===== src/rtl/rrx_pkg.sv =====
package rrx_pkg;
  localparam int OP_W = 12;
  localparam int DATA_W = 16;

  // bit positions in the operation field; priority is lowest index first
  localparam int B_HALT = 0;
  localparam int B_SKPE = 1;
  localparam int B_SKPZ = 2;
  localparam int B_SKPN = 3;
  localparam int B_SKPP = 4;
  localparam int B_INC = 5;
  localparam int B_ROTL = 6;
  localparam int B_ROTR = 7;
  localparam int B_CMPE = 8;
  localparam int B_CMPA = 9;
  localparam int B_CLRE = 10;
  localparam int B_CLRA = 11;

  typedef struct packed {
    logic clrAcc;
    logic clrLink;
    logic cmpAcc;
    logic cmpLink;
    logic rotR;
    logic rotL;
    logic incAcc;
    logic skipPos;
    logic skipNeg;
    logic skipZero;
    logic skipLinkZ;
  } exStrobes_t;
endpackage


===== src/rtl/rrx_ctrl.sv =====
module rrx_ctrl
  import rrx_pkg::*;
#(
  parameter int OPW = OP_W
) (
  input  logic           clk,
  input  logic           rstN,
  input  logic           opStrobe,
  input  logic [OPW-1:0] opField,
  output exStrobes_t     strobes,
  output logic           halted
);
  logic [OPW-1:0] lowest;
  logic [OPW-1:0] sel;
  logic haltQ;

  // isolate the lowest set bit
  always_comb begin
    lowest = opField & (~opField + {{(OPW-1){1'b0}}, 1'b1});
    sel = opStrobe ? lowest : '0;
  end

  always_comb begin
    strobes.clrAcc    = sel[B_CLRA];
    strobes.clrLink   = sel[B_CLRE];
    strobes.cmpAcc    = sel[B_CMPA];
    strobes.cmpLink   = sel[B_CMPE];
    strobes.rotR      = sel[B_ROTR];
    strobes.rotL      = sel[B_ROTL];
    strobes.incAcc    = sel[B_INC];
    strobes.skipPos   = sel[B_SKPP];
    strobes.skipNeg   = sel[B_SKPN];
    strobes.skipZero  = sel[B_SKPZ];
    strobes.skipLinkZ = sel[B_SKPE];
  end

  always_ff @(posedge clk) begin
    if (!rstN) haltQ <= 1'b0;
    else       haltQ <= haltQ | sel[B_HALT];
  end

  assign halted = haltQ;
endmodule


===== src/rtl/rrx_dpath.sv =====
module rrx_dpath
  import rrx_pkg::*;
#(
  parameter int DW = DATA_W
) (
  input  exStrobes_t    strobes,
  input  logic [DW-1:0] accIn,
  input  logic          linkIn,
  output logic [DW-1:0] accNext,
  output logic          linkNext,
  output logic          skipReq
);
  localparam int MSB = DW - 1;

  logic accIsZero;
  logic accIsNeg;

  always_comb begin
    accNext  = accIn;
    linkNext = linkIn;
    if (strobes.clrAcc)  accNext = '0;
    if (strobes.clrLink) linkNext = 1'b0;
    if (strobes.cmpAcc)  accNext = ~accIn;
    if (strobes.cmpLink) linkNext = ~linkIn;
    if (strobes.rotR)    {accNext, linkNext} = {linkIn, accIn};
    if (strobes.rotL)    {linkNext, accNext} = {accIn, linkIn};
    if (strobes.incAcc)  accNext = accIn + {{(DW-1){1'b0}}, 1'b1};
  end

  always_comb begin
    accIsZero = (accIn == '0);
    accIsNeg  = accIn[MSB];
    skipReq   = (strobes.skipPos & ~accIsNeg)
              | (strobes.skipNeg & accIsNeg)
              | (strobes.skipZero & accIsZero)
              | (strobes.skipLinkZ & ~linkIn);
  end
endmodule


===== src/rtl/rrx_exec.sv =====
module rrx_exec
  import rrx_pkg::*;
#(
  parameter int OPW = OP_W,
  parameter int DW = DATA_W
) (
  input  logic          clk,
  input  logic          rstN,
  input  logic          opStrobe,
  input  logic [OPW-1:0] opField,
  input  logic [DW-1:0] accIn,
  input  logic          linkIn,
  output logic [DW-1:0] accNext,
  output logic          linkNext,
  output logic          skipReq,
  output logic          halted
);
  exStrobes_t strobes;

  rrx_ctrl #(.OPW(OPW)) u_ctrl (
    .clk(clk), .rstN(rstN), .opStrobe(opStrobe), .opField(opField),
    .strobes(strobes), .halted(halted)
  );

  rrx_dpath #(.DW(DW)) u_dpath (
    .strobes(strobes), .accIn(accIn), .linkIn(linkIn),
    .accNext(accNext), .linkNext(linkNext), .skipReq(skipReq)
  );
endmodule


===== config.mk =====
export PLATFORM = sky130hd
export DESIGN_NAME = rrx_exec
export DESIGN_NICKNAME = d
export VERILOG_FILES = /design/src/rtl/rrx_pkg.sv /design/src/rtl/rrx_ctrl.sv /design/src/rtl/rrx_dpath.sv /design/src/rtl/rrx_exec.sv
export SDC_FILE = /design/constraint.sdc
export NUM_CORES = 1
export LEC_CHECK = 0
export BUFFER_PORTS_ARGS = -buffer_cell sky130_fd_sc_hd__buf_2
export CORE_MARGIN = 2
export CORE_UTILIZATION = 45
export DETAILED_ROUTE_END_ITERATION = 16
export PLACE_DENSITY = 0.84
export REMOVE_ABC_BUFFERS = 1
export SLEW_MARGIN = 15
export SYNTH_ARGS = -nofsm -noshare
export SYNTH_HDL_FRONTEND = slang
export SYNTH_HIERARCHICAL = 1
export SYNTH_SLANG_ARGS = --single-unit

===== constraint.sdc =====
create_clock -name clk -period 3.2 [get_ports clk]
set_clock_uncertainty 0.1 [all_clocks]
set_input_delay 0.48 -clock clk [delete_from_list [all_inputs] [get_ports clk]]
set_output_delay 0.48 -clock clk [all_outputs]
set_load 0.01 [all_outputs]

* Word level (Yosys, flattened, before mapping)
Cells that the tools add are included. W data, S select, Z words.
Word-level totals: register bits 1, logic and storage cells 27
Cells by class: add/subtract/negate cells 2, multiplexer cells 10, bitwise gates (word level) 13, reduce and logical (&&, ||, !) cells 1
Operators by type and width (count):
- $mux W16 | 5
- $add A16 B1 Y16 const B | 1
- $logic_not A16 Y1 | 1
- $not A16 Y16 | 1
- $add A12 B1 Y12 const B | 1
- $and A12 B12 Y12 | 1
- $mux W12 | 1
- $not A12 Y12 | 1
- $and A1 B1 Y1 | 4
- $mux W1 | 4
- $or A1 B1 Y1 | 4
- $not A1 Y1 | 2

* Depth between registers and ports, before layout
depth after elaboration 9, depth in mapped cells 10, depth with buffers taken out 7

* Cells and area by module
The synthesis kept the hierarchy.
Modules (own cells, without submodules):
- rrx_dpath | instances 1, cells an instance 176, area an instance 1161.1 µm², sequential area each 0.0 µm²
- rrx_ctrl | instances 1, cells an instance 25, area an instance 157.7 µm², sequential area each 20.0 µm²

* Least setup slack after synthesis
Ideal clock, no wire load.
kind input-to-output, from input port opField[1], to output port accNext[2], data arrival time 2.703 ns, data required time 2.620 ns, setup slack -0.083 ns, cell stages on the path 9, cell sequence or3b_1 > or4_1 > buf_2 > nor4_1 > clkbuf_1 > nor3b_1 > a211o_1 > o211ai_1 > a22oi_1
RTL lines:
- start, declared | RTL line rrx_exec.sv:10 | input logic [OPW-1:0] opField,
- end, declared | RTL line rrx_exec.sv:13 | output logic [DW-1:0] accNext,

==> impl_metrics.ini <==
[outcome]
outcome = finished, violations left
violations = negative setup slack

[worst_setup_path]
crit_arrival_ns = 2.70
cp_num_buf_inv = 4
reg2reg_to = u_ctrl/halted
max_stage_delay_ns = 0.47
end_kind = output port
worstPathRequired_ns = 2.62
crit_path_frequent_cell = buf_6
worst_path_max_delay_cell = or4_4
cp-start-kind = primary input
r2r_slack_ns = 2.53
cp_max_fo = 5
critPathTopFamily = simple AND/OR/NAND/NOR gates
worstRegToRegCells = 2
path_cells = buf_6, or3b_4, or4_4, buf_6, nor4b_4, inv_2, o21a_1, a221o_1, a22oi_1, buf_2
rr_startpoint = u_ctrl/halted
path_class = primary input to output port

[routing]
postRouteWirelength_mm = 4.38
postRouteAntennaNets = 0
wl_per_cell_um = 15.2
drt_iter0_drc = 140
vias = 1794
drc = 0
via_per_inst = 6.23
drtPass1Iterations = 4

[sta]
worst_slack_ns = -0.0772
tightest_slew_ns = 0.365
max_freq_mhz = 305
finalCritPeriodShare = 1.02
tns_ns = -0.354
slew_headroom = 0.753
slew_viol_final = 0
setup_viol = 7
min_period_ns = 3.28
rsz0062_at_grt = true
hold_viol_final = 0

[global_routing]
grt_max_degree = 35
grt_remaining_overflow = 0
grt_antenna_before_repair = 0
grt_pass1_vias = 1577
busiest_layer = met2
met3_usage = 0.00893
met1_usage = 0.346
grt_use_total = 0.250
grt_pass1_wl_mm = 7.07
grtUsageMet2 = 0.445

[logic_synthesis]
synthMuxAreaShare = 0.0171
synth-simple-area-share = 0.360
synth_fa_ha_area_frac = 0.0190
ys_types = 46
synth_xor_area_frac = 0.0863
ys_warn_count = 6
synth_top_family_by_area = simple AND/OR/NAND/NOR gates
synth_edf_count = 0
ys_ff_latch = 1
ys_seq_area_frac = 0.0152
synthFlopType = dfxtp_1
synth_compound_area_frac = 0.355
synth_area_per_cell_um2 = 6.56
syn_area_mm2 = 0.00132
synthArstFlopShare = 0
syn_inst = 201

[die]
die_h_um = 58.1
core_area_mm2 = 0.00278
die_area_mm2 = 0.00338
start_util = 0.474
io_pins = 51
die_x_um = 58.1
rows = 19

[placed_design]
hpwlAfterDp_mm = 2.91
place.gp.congestion = 0.867
place_area_mm2 = 0.00169
numPortBuffers = 50
dp_slack_ns = -0.183

[finish]
drive_gt1_frac = 0.432
register_area_um2 = 20.0
largest_register_ffs = 1
n_antenna_cell = 0
fin_area_mm2 = 0.00189
area_delta_synth_final_pct = 43.0
multi_input_area_mm2 = 0.00121
postLayoutCoreUtil = 0.678
nNetsFinal = 293
nFillCells = 245

[clocking]
cts.clk_slew.worst_paths_ns = 0
ctsHoldBuffers = 0
clk_latency_ns = 0

[hold_path]
hold_end = u_ctrl/halted
hold_path_depth = 2
hold_start = u_ctrl/halted
hp-class = flop to flop

[power_and_ir_drop]
p_total_w = 0.000159
ir_drop_mv = 0.0812
leakagePower_nw = 0.791
power_density_mw_per_mm2 = 84.5

[flow_run]
maxCapViolations = 0
## area by class of cell
cell class,count,share of cell area
multi-input combinational,156,0.643
timing repair buffer,83,0.291
inverter,17,0.0352
tap,31,0.0206
sequential,1,0.0106
## cell usage after synthesis (2+ instances only)
cell type  instances  area [um^2]
a21oi_1           23          115
inv_1             15         56.3
a22oi_1           11         82.6
xnor2_1           11         96.3
nor3_1            10         50.1
o21ai_0           10         50.1
buf_2              9         45.0
clkbuf_1           9         33.8
nor2b_1            7         43.8
nand2_1            6         22.5
nor2_1             6         22.5
nor3b_1            6         45.0
o211ai_1           6         45.0
nand3_1            5         25.0
nor4_1             5         31.3
o221ai_1           5         43.8
or3b_1             5         43.8
a211o_1            4         35.0
buf_4              4         30.0
a221oi_1           3         26.3
clkbuf_2           3         15.0
nor4_2             3         37.5
nor4b_1            3         26.3
buf_1              2         7.51
ha_1               2         25.0
inv_2              2         7.51
mux2_2             2         22.5
nand4_1            2         12.5
nand4_4            2         42.5
o21a_1             2         15.0
o31ai_1            2         15.0
xor2_1             2         17.5
## metrics by stage
stage               cells  hold slack [ns]
floorplan             174            0.424
global placement      278            0.367
detailed placement    278            0.384
CTS                   285            0.385
global route          288            0.444
finish                288            0.385
## cell families after synthesis
kind of cell,Yosys count
XOR/XNOR,13
adder cells (fa/ha/maj),2
AND/OR/NAND/NOR,68
multiplexers,2
AO/OA/AOI/OAI,71
flip-flops,1
buffers and inverters,44
## layout by cell type (no fill, tap or decap), types with 3 or more instances in the layout
| master | n |
|---|---|
| a211o_1 | 4 |
| a21oi_1 | 23 |
| a221oi_2 | 3 |
| a22oi_1 | 11 |
| buf_2 | 49 |
| buf_4 | 26 |
| buf_6 | 6 |
| inv_1 | 15 |
| nand2_1 | 6 |
| nand3_1 | 5 |
| nor2_1 | 5 |
| nor2b_1 | 7 |
| nor3_1 | 10 |
| nor3b_1 | 5 |
| nor4_1 | 3 |
| nor4_2 | 4 |
| o211ai_1 | 6 |
| o21ai_0 | 6 |
| o21ai_2 | 4 |
| o221ai_2 | 4 |
| or3b_1 | 4 |
| xnor2_1 | 11 |
## worst max path at each step
| stage | start | end | cells past startpoint |
|---|---|---|---|
| CTS | opField[1] | accNext[9] | 10 |
| finish | opField[1] | accNext[9] | 10 |
| detailed placement | opField[1] | accNext[14] | 9 |
| floorplan | opField[1] | accNext[9] | 7 |
| global placement | opField[1] | accNext[14] | 10 |
| global route | opField[1] | accNext[14] | 10 |
## repair_timing
action | in CTS | in global routing
setup endpoints to repair | 17 | 17
pin swaps | 8 | 16
buffers inserted | 6 | 3
gates resized for setup | 14 | 13
gates cloned | 1 | 0
## power by group
part | internal [W] | leakage [nW] | total (W) | switching [W]
Sequential | 0.0000136 | 0.00829 | 0.0000139 | 0.000000341
Combinational | 0.0000646 | 0.783 | 0.000145 | 0.0000808
Clock | 0 | 0 | 0 | 0
## layer usage
layer  up-vias  part of all wire
li1        866                 -
met1       842              0.42
met2        81              0.50
met3         5             0.072
met4         0            0.0052
met5         -                 0
## worst register-to-register path: stages, from the launching register on
cell,delay [ns]
dfxtp_1,0.28
a21oi_1,0.11
nor2b_1,0.06
Note: power is estimated with default switching activity, not from simulation.
